## src/rtl/i2c_slave_pkg.sv

```systemverilog
package i2c_slave_pkg;

  localparam int BYTE_W = 8;
  localparam int ADDR_W = 10;
  localparam int MODE_W = 4;
  localparam int CNT_W  = $clog2(BYTE_W);

  localparam logic [MODE_W-1:0] MODE_7B      = 4'h1;
  localparam logic [MODE_W-1:0] MODE_10B     = 4'h2;
  localparam logic [MODE_W-1:0] MODE_7B_IRQ  = 4'h5;
  localparam logic [MODE_W-1:0] MODE_10B_IRQ = 4'h6;
  localparam logic [MODE_W-1:0] MODE_FWM     = 4'h8;

  // 10-bit header prefix, placed ahead of the two upper address bits
  localparam logic [4:0] HDR10 = 5'b11110;

  typedef enum logic [2:0] {
    ST_IDLE, ST_RECV, ST_ACKWAIT, ST_ACK, ST_TX, ST_TXACK
  } ctlState_t;

  typedef enum logic [1:0] {K_ADDR1, K_ADDR2, K_DATA} byteKind_t;

  // Strobes from control to datapath
  typedef struct packed {
    logic shiftIn;
    logic loadBuf;
    logic refuse;
    logic byteIrq;
    logic loadTx;
    logic shiftTx;
  } dpStrobe_t;

  function automatic logic isSeven(input logic [MODE_W-1:0] m);
    return (m == MODE_7B) || (m == MODE_7B_IRQ);
  endfunction

  function automatic logic isTen(input logic [MODE_W-1:0] m);
    return (m == MODE_10B) || (m == MODE_10B_IRQ);
  endfunction

  function automatic logic busIrqMode(input logic [MODE_W-1:0] m);
    return (m == MODE_7B_IRQ) || (m == MODE_10B_IRQ) || (m == MODE_FWM);
  endfunction

endpackage

```

## src/rtl/i2c_slave_dp.sv

```systemverilog
module i2c_slave_dp
  import i2c_slave_pkg::*;
#(
  parameter int SYNC_STAGES = 2
) (
  input  logic              clk,
  input  logic              rstN,
  input  logic              enable,
  input  logic              sclIn,
  input  logic              sdaIn,
  input  logic              cfgWe,
  input  logic [MODE_W-1:0] cfgMode,
  input  logic [ADDR_W-1:0] cfgAddr,
  input  logic              txWe,
  input  logic [BYTE_W-1:0] txData,
  input  logic              rdStb,
  input  logic              ovClr,
  input  logic              irqClr,
  input  dpStrobe_t         st,
  output logic              sclRise,
  output logic              sclFall,
  output logic              startEv,
  output logic              stopEv,
  output logic              sdaBit,
  output logic [BYTE_W-1:0] byteNow,
  output logic [MODE_W-1:0] modeReg,
  output logic [ADDR_W-1:0] addrReg,
  output logic              txMsb,
  output logic [BYTE_W-1:0] rxData,
  output logic              bufFull,
  output logic              overflow,
  output logic              irq,
  output logic              startSeen,
  output logic              stopSeen
);

  logic              sclS, sdaS, sclD, sdaD;
  logic [BYTE_W-2:0] shiftReg;
  logic [BYTE_W-1:0] txHold, txShift;

  // Line synchronizers; idle bus level is high
  generate
    if (SYNC_STAGES < 2) begin : g_sync1
      always_ff @(posedge clk) begin
        if (!rstN) begin
          sclS <= 1'b1;
          sdaS <= 1'b1;
        end else begin
          sclS <= sclIn;
          sdaS <= sdaIn;
        end
      end
    end else begin : g_syncN
      logic [SYNC_STAGES-1:0] sclPipe, sdaPipe;
      always_ff @(posedge clk) begin
        if (!rstN) begin
          sclPipe <= '1;
          sdaPipe <= '1;
        end else begin
          sclPipe <= {sclPipe[SYNC_STAGES-2:0], sclIn};
          sdaPipe <= {sdaPipe[SYNC_STAGES-2:0], sdaIn};
        end
      end
      assign sclS = sclPipe[SYNC_STAGES-1];
      assign sdaS = sdaPipe[SYNC_STAGES-1];
    end
  endgenerate

  always_ff @(posedge clk) begin
    if (!rstN) begin
      sclD <= 1'b1;
      sdaD <= 1'b1;
    end else begin
      sclD <= sclS;
      sdaD <= sdaS;
    end
  end

  assign sclRise = sclS & ~sclD;
  assign sclFall = ~sclS & sclD;
  assign startEv = enable & sclS & sclD & sdaD & ~sdaS;
  assign stopEv  = enable & sclS & sclD & ~sdaD & sdaS;
  assign sdaBit  = sdaS;
  assign byteNow = {shiftReg, sdaS};
  assign txMsb   = txShift[BYTE_W-1];

  // Host-written configuration and transmit byte
  always_ff @(posedge clk) begin
    if (!rstN) begin
      modeReg <= '0;
      addrReg <= '0;
      txHold  <= '0;
    end else begin
      if (cfgWe) begin
        modeReg <= cfgMode;
        addrReg <= cfgAddr;
      end
      if (txWe) txHold <= txData;
    end
  end

  // Receive path and flags
  always_ff @(posedge clk) begin
    if (!rstN) begin
      shiftReg  <= '0;
      rxData    <= '0;
      bufFull   <= 1'b0;
      overflow  <= 1'b0;
      irq       <= 1'b0;
      startSeen <= 1'b0;
      stopSeen  <= 1'b0;
    end else begin
      if (st.shiftIn) shiftReg <= byteNow[BYTE_W-2:0];
      if (st.loadBuf) rxData <= byteNow;

      if (st.loadBuf)   bufFull <= 1'b1;
      else if (rdStb)   bufFull <= 1'b0;

      if (st.refuse && bufFull) overflow <= 1'b1;
      else if (ovClr)           overflow <= 1'b0;

      if (st.byteIrq || (busIrqMode(modeReg) && (startEv || stopEv)))
        irq <= 1'b1;
      else if (irqClr)
        irq <= 1'b0;

      if (startEv) begin
        startSeen <= 1'b1;
        stopSeen  <= 1'b0;
      end else if (stopEv) begin
        startSeen <= 1'b0;
        stopSeen  <= 1'b1;
      end
    end
  end

  // Transmit shifter; released bits shift in as ones
  always_ff @(posedge clk) begin
    if (!rstN)           txShift <= '1;
    else if (st.loadTx)  txShift <= txHold;
    else if (st.shiftTx) txShift <= {txShift[BYTE_W-2:0], 1'b1};
  end

endmodule

```

## src/rtl/i2c_slave_ctrl.sv

```systemverilog
module i2c_slave_ctrl
  import i2c_slave_pkg::*;
(
  input  logic              clk,
  input  logic              rstN,
  input  logic              enable,
  input  logic              sclRise,
  input  logic              sclFall,
  input  logic              startEv,
  input  logic              stopEv,
  input  logic              sdaBit,
  input  logic [BYTE_W-1:0] byteNow,
  input  logic [MODE_W-1:0] modeReg,
  input  logic [ADDR_W-1:0] addrReg,
  input  logic              bufFull,
  input  logic              overflow,
  input  logic              txMsb,
  output dpStrobe_t         st,
  output logic              sdaDrvLow
);

  localparam logic [CNT_W-1:0] LAST_BIT = CNT_W'(BYTE_W - 1);

  ctlState_t        state;
  byteKind_t        kind, nextKind;
  logic [CNT_W-1:0] bitCnt;
  logic             isRead, mAck;
  logic             want, readReq, gated, byteEnd, slaveMode;

  assign slaveMode = isSeven(modeReg) || isTen(modeReg);
  assign gated     = bufFull | overflow;
  assign byteEnd   = (state == ST_RECV) && sclRise && (bitCnt == LAST_BIT);

  // Match decision on the completed byte
  always_comb begin
    want     = 1'b0;
    readReq  = 1'b0;
    nextKind = K_DATA;
    unique case (kind)
      K_ADDR1: begin
        if (isSeven(modeReg)) begin
          want    = (byteNow[BYTE_W-1:1] == addrReg[BYTE_W-2:0]) &&
                    (byteNow[BYTE_W-1:1] != '0);
          readReq = byteNow[0];
        end else if (isTen(modeReg)) begin
          want     = (byteNow == {HDR10, addrReg[ADDR_W-1:ADDR_W-2], 1'b0});
          nextKind = K_ADDR2;
        end
      end
      K_ADDR2: want = (byteNow == addrReg[BYTE_W-1:0]);
      default: want = 1'b1;
    endcase
  end

  // Strobes toward the datapath
  always_comb begin
    st = '0;
    if (enable && !startEv && !stopEv) begin
      unique case (state)
        ST_RECV: begin
          st.shiftIn = sclRise;
          if (byteEnd && want) begin
            st.byteIrq = 1'b1;
            st.loadBuf = !gated;
            st.refuse  = gated;
          end
        end
        ST_ACK:   st.loadTx  = sclFall && isRead;
        ST_TX:    st.shiftTx = sclFall && (bitCnt != LAST_BIT);
        ST_TXACK: begin
          st.byteIrq = sclRise;
          st.loadTx  = sclFall && mAck;
        end
        default: ;
      endcase
    end
  end

  always_ff @(posedge clk) begin
    if (!rstN) begin
      state  <= ST_IDLE;
      kind   <= K_ADDR1;
      bitCnt <= '0;
      isRead <= 1'b0;
      mAck   <= 1'b0;
    end else if (!enable) begin
      state <= ST_IDLE;
    end else if (startEv) begin
      state  <= slaveMode ? ST_RECV : ST_IDLE;
      kind   <= K_ADDR1;
      bitCnt <= '0;
      isRead <= 1'b0;
    end else if (stopEv) begin
      state <= ST_IDLE;
    end else begin
      unique case (state)
        ST_RECV: begin
          if (sclRise) bitCnt <= bitCnt + 1'b1;
          if (byteEnd) begin
            if (want && !gated) begin
              state  <= ST_ACKWAIT;
              isRead <= (kind == K_ADDR1) && isSeven(modeReg) && readReq;
              kind   <= nextKind;
            end else begin
              state <= ST_IDLE;
            end
          end
        end
        ST_ACKWAIT: if (sclFall) state <= ST_ACK;
        ST_ACK: begin
          if (sclFall) begin
            bitCnt <= '0;
            state  <= isRead ? ST_TX : ST_RECV;
          end
        end
        ST_TX: begin
          if (sclFall) begin
            if (bitCnt == LAST_BIT) state <= ST_TXACK;
            else                    bitCnt <= bitCnt + 1'b1;
          end
        end
        ST_TXACK: begin
          if (sclRise) mAck <= !sdaBit;
          if (sclFall) begin
            bitCnt <= '0;
            state  <= mAck ? ST_TX : ST_IDLE;
          end
        end
        default: state <= ST_IDLE;
      endcase
    end
  end

  // Open-drain drive decoded from registered state
  assign sdaDrvLow = (state == ST_ACK) || ((state == ST_TX) && !txMsb);

endmodule

```

## src/rtl/i2c_slave_ovr.sv

```systemverilog
module i2c_slave_ovr
  import i2c_slave_pkg::*;
#(
  parameter int SYNC_STAGES = 2
) (
  input  logic        clk,
  input  logic        rstN,
  input  logic        enable,
  input  logic        sclIn,
  input  logic        sdaIn,
  output logic        sdaDrvLow,
  input  logic        cfgWe,
  input  logic [3:0]  cfgMode,
  input  logic [9:0]  cfgAddr,
  input  logic        txWe,
  input  logic [7:0]  txData,
  input  logic        rdStb,
  input  logic        ovClr,
  input  logic        irqClr,
  output logic [7:0]  rxData,
  output logic        bufFull,
  output logic        overflow,
  output logic        startSeen,
  output logic        stopSeen,
  output logic        irq
);

  dpStrobe_t         strobes;
  logic              sclRise, sclFall, startEv, stopEv, sdaBit, txMsb;
  logic [BYTE_W-1:0] byteNow;
  logic [MODE_W-1:0] modeReg;
  logic [ADDR_W-1:0] addrReg;

  i2c_slave_dp #(.SYNC_STAGES(SYNC_STAGES)) u_dp (
    .clk(clk), .rstN(rstN), .enable(enable),
    .sclIn(sclIn), .sdaIn(sdaIn),
    .cfgWe(cfgWe), .cfgMode(cfgMode), .cfgAddr(cfgAddr),
    .txWe(txWe), .txData(txData),
    .rdStb(rdStb), .ovClr(ovClr), .irqClr(irqClr),
    .st(strobes),
    .sclRise(sclRise), .sclFall(sclFall), .startEv(startEv), .stopEv(stopEv),
    .sdaBit(sdaBit), .byteNow(byteNow), .modeReg(modeReg), .addrReg(addrReg),
    .txMsb(txMsb), .rxData(rxData), .bufFull(bufFull), .overflow(overflow),
    .irq(irq), .startSeen(startSeen), .stopSeen(stopSeen)
  );

  i2c_slave_ctrl u_ctrl (
    .clk(clk), .rstN(rstN), .enable(enable),
    .sclRise(sclRise), .sclFall(sclFall), .startEv(startEv), .stopEv(stopEv),
    .sdaBit(sdaBit), .byteNow(byteNow), .modeReg(modeReg), .addrReg(addrReg),
    .bufFull(bufFull), .overflow(overflow), .txMsb(txMsb),
    .st(strobes), .sdaDrvLow(sdaDrvLow)
  );

endmodule

```

## config.mk

```make
export PLATFORM = sky130hd
export DESIGN_NAME = i2c_slave_ovr
export DESIGN_NICKNAME = d
export VERILOG_FILES = /design/src/rtl/i2c_slave_pkg.sv /design/src/rtl/i2c_slave_dp.sv /design/src/rtl/i2c_slave_ctrl.sv /design/src/rtl/i2c_slave_ovr.sv
export SDC_FILE = /design/constraint.sdc
export NUM_CORES = 1
export LEC_CHECK = 0
export BUFFER_PORTS_ARGS = -buffer_cell sky130_fd_sc_hd__buf_2
export CORE_MARGIN = 2
export CORE_UTILIZATION = 42
export CTS_BUF_LIST = sky130_fd_sc_hd__clkbuf_8
export CTS_CLUSTER_DIAMETER = 150
export CTS_CLUSTER_SIZE = 12
export DETAILED_ROUTE_END_ITERATION = 10
export PLACE_DENSITY = 0.64
export SLEW_MARGIN = 30
export SYNTH_ARGS = -nofsm -noshare
export SYNTH_HDL_FRONTEND = slang
export SYNTH_SLANG_ARGS = --single-unit
```

## constraint.sdc

```tcl
create_clock -name clk -period 2.6 [get_ports clk]
set_clock_uncertainty 0.15 [all_clocks]
set_input_delay 0.52 -clock clk [delete_from_list [all_inputs] [get_ports clk]]
set_output_delay 0.52 -clock clk [all_outputs]
set_load 0.02 [all_outputs]
```

==> impl_metrics.csv <==
group,metric,value,unit
yosys,ys_dominant_reg_cell,"dfxtp_1",
routing,ant_nets,0,
place,dp_hpwl,4680,um
cts,ctsHtreeMaxLevel,3,
hold_path,hold-path-endpoint,"u_dp.g_syncN.sclPipe[0]",
sta,rsz0062_at_grt,"false",
hold_path,holdPathStages,2,
hold_path,hp-start,"sclIn",
routing,vias_per_cell,5.19,
power,seqPwrFrac,52.5,%
critical_path,cp_slowest_cell,"dfxtp_1",
floorplanning,rows,31,
place,place_ws,0.337,ns
critical_path,cp.buffers_inverters,1,
sta,max_freq,437,MHz
yosys,synth_area_per_cell,8.97,um^2
cts,cts_root_buffer,"clkbuf_8",
floorplanning,fp.dieW,89.3,um
yosys,synth-edff-count,0,
place,placed_cells,467,
yosys,synth_common_cells,"dfxtp_1, mux2i_1, nor2_1",
cts,clk_latency,0.33,ns
routing,wl_per_cell,13.7,um
yosys,synth_simple_gate_area_share,20.3,%
sta,min_period_over_period,88.0,%
routing,dr.pass1.iters,4,
floorplanning,io_pins,46,
routing,first_iter_violations,119,
sta,tns,0,ns
critical_path,crit_path_max_incr_delay,0.35,ns
cts,cts_resized,0,
yosys,synthMuxAreaShare,15.7,%
sta,setup_viol,0,
critical_path,crit_type,"reg -> reg",
cts,cts_sinks,66,
power,powerDensity,570,nW/um^2
cts,holdBufCountCts,0,
critical_path,crit_arrival,2.34,ns
critical_path,crit_path_end_kind,"register",
yosys,synth_xor_xnor_area_share,5.15,%
cts,cts_setup_buffers,0,
critical_path,worst_setup_path_start_kind,"register",
yosys,syn_inst,341,
power,power_frac_comb,6.7,%
yosys,synth_top_family_by_area,"simple AND/OR/NAND/NOR gates",
power,p_total,0.00202,W
place,post_dp_cell_area,3360,um^2
floorplanning,core_area,7140,um^2
grt,grt_max_degree,34,
grt,grt_pass1_vias,2319,
critical_path,cp.required,2.65,ns
sta,relSlewSlack,64.9,%
sta,hold_viol,0,
grt,grt_overflow,0,
yosys,syn-cell-area,3060,um^2
yosys,yosys.area.top_type,"dfxtp_1",
routing,vias,2501,
grt,grt_usage,17.9,%
critical_path,r2r_slack,0.31,ns
yosys,yosysMostFrequentCell,"dfxtp_1",
critical_path,r2r-end,"u_dp.rxData[5]",
layout,nets,413,
layout,area_delta_synth_final,15.7,%
cts,cts_buffers,9,
critical_path,critical-path-top-delay-family,"simple AND/OR/NAND/NOR gates",
floorplanning,die_h,89.3,um
sta,fin_ws,0.312,ns
yosys,synthAdderAreaFrac,0.818,%
yosys,yosysSeqAreaShare,43.2,%
place,port_buffers,45,
yosys,ys_ff_latch,66,
critical_path,reg2reg_depth,9,
hold_path,hold_class,"in -> reg",
job,cap_violations,0,
sta,worstMarginPinSlew,0.525,ns
power,leakagePower,1.62,nW
grt,grt_pass1_wl,11000,um
yosys,synthArstFlopShare,0,%
power,clockPowerShare,40.7,%
layout,stdcell_count,482,
floorplanning,start_util,42.9,%
layout,multi_input_area,1600,um^2
power,sw_frac_of_total,22.9,%
yosys,yosysWarningCount,0,
layout,regArea,1320,um^2
layout,nFillCells,716,
floorplanning,dieArea,7980,um^2
critical_path,r2r_start,"u_ctrl.bitCnt[0]",
yosys,synth_compound_area_share,10.4,%
routing,drt-total-wl,6600,um
layout,num_antenna_cells,0,
layout,stdcell_area,3540,um^2
critical_path,path_max_fanout,9,
cts,clk_pin_slew,0.07,ns
power,peakVddDrop,0.266,mV
place,gp_congestion,0.851,
yosys,netlist-cell-type-count,45,
yosys,yosysTopAreaCellShare,43.2,%
critical_path,crit_chain,"ha_1 -> ha_1 -> nand3b_1 -> nor4_2 -> nand2_1 -> a31oi_1 -> buf_4 -> mux2i_1 -> nor2_1",
critical_path,worst_path_most_repeated_cell,"ha_1",
yosys,ys_top_cells_by_area,"dfxtp_1, mux2i_1, nor2_1",
power,p_int,0.00156,W
sta,finalCriticalPeriod,2.29,ns
run_status,status,"complete, no violations",
sta,slew_viol_final,0,
layout,drive_above_1_share,18.3,%
power,switchingPower,0.000462,W
cts,cts_tree,"done",
cts,cts_buffer_depth,2,
grt,antenna_found_initial,0,
routing,drc_errors,0,
yosys,syn_nets,375,
## area by class of cell
cell class	instances	area share (%)
clock buffer	10	3.89
clock inverter	5	1.34
inverter	6	0.636
multi-input combinational	243	45.3
sequential	66	37.3
tap	99	3.50
timing repair buffer	53	8.06
## worst reg2reg max path: stages, from the launching register on
cell	delay [ns]
dfxtp_1	0.35
ha_1	0.17
ha_1	0.29
nand3b_1	0.15
nor4_2	0.28
nand2_1	0.09
a31oi_1	0.15
buf_4	0.22
mux2i_1	0.23
nor2_1	0.07
## worst max-delay path by stage
stage	to	cells past startpoint	startpoint
after global placement	u_dp.rxData[1]	9	u_ctrl.bitCnt[0]
after detailed placement	u_dp.rxData[5]	9	u_ctrl.bitCnt[0]
final	u_dp.rxData[5]	9	u_ctrl.bitCnt[0]
after CTS	u_dp.rxData[5]	9	u_ctrl.bitCnt[0]
after global routing	u_dp.rxData[5]	9	u_ctrl.bitCnt[0]
after floorplan	u_dp.rxData[0]	7	u_ctrl.kind[0]
## layer usage
layer	wire length, um	share of wire, %	track usage [%]	vias up
met1	3290	50	24.4	1167
met2	2890	44	26.5	57
met5	0	0	0	-
li1	-	-	-	1264
met4	118	1.8	8.82	0
met3	297	4.5	4.06	13
## power by group through the flow
stage          combinational [W]  clock (W)  sequential (W)
2_1_floorplan          0.0000927          0         0.00108
3_3_place_gp            0.000134          0         0.00108
3_5_place_dp            0.000136          0         0.00108
4_1_cts                 0.000137   0.000840         0.00106
5_1_grt                 0.000152   0.000900         0.00106
6_report                0.000136   0.000822         0.00106
## per-stage QoR
| stage | hold slack (ns) | util, % |
|---|---|---|
| 3_3_place_gp | 0.242 | 47.0 |
| 4_1_cts | 0.204 | 49.6 |
| 5_1_grt | 0.202 | 49.6 |
| 6_report | 0.214 | 49.6 |
| 2_1_floorplan | 0.236 | - |
| 3_5_place_dp | 0.249 | 47.0 |
## flip-flops by register name (all words and copies together) (netlist names), 2 cells and up
signal                flops
u_dp.addrReg             10
u_dp.rxData               8
u_dp.txHold               8
u_dp.txShift              8
u_dp.shiftReg             7
u_dp.modeReg              4
u_ctrl.bitCnt             3
u_ctrl.state              3
u_ctrl.kind               2
u_dp.g_syncN.sclPipe      2
u_dp.g_syncN.sdaPipe      2
## placed cells by master, fill, tap and decap left out, types with 5 or more instances in the layout
master     n
nor4_1     5
xor2_1    14
nand3_1    5
mux2i_1   48
buf_2     45
a21oi_1   12
clkbuf_8  10
buf_4      8
nand2_1   28
nor2_1    47
inv_1      7
nand4_1    5
nor3_1     6
dfxtp_1   66
nand2b_1  13
o211ai_1   8
o21ai_0   11
## cell families (layout without fill, tap and decap cells)
logic type               Yosys count  in the layout
flip-flops                        66             66
buffers and inverters             32             74
multiplexers                      48             48
XOR/XNOR                          18             18
AO/OA/AOI/OAI                     49             49
AND/OR/NAND/NOR                  126            126
adder cells (fa/ha/maj)            2              2
Note: power is estimated with default switching activity, not from simulation.
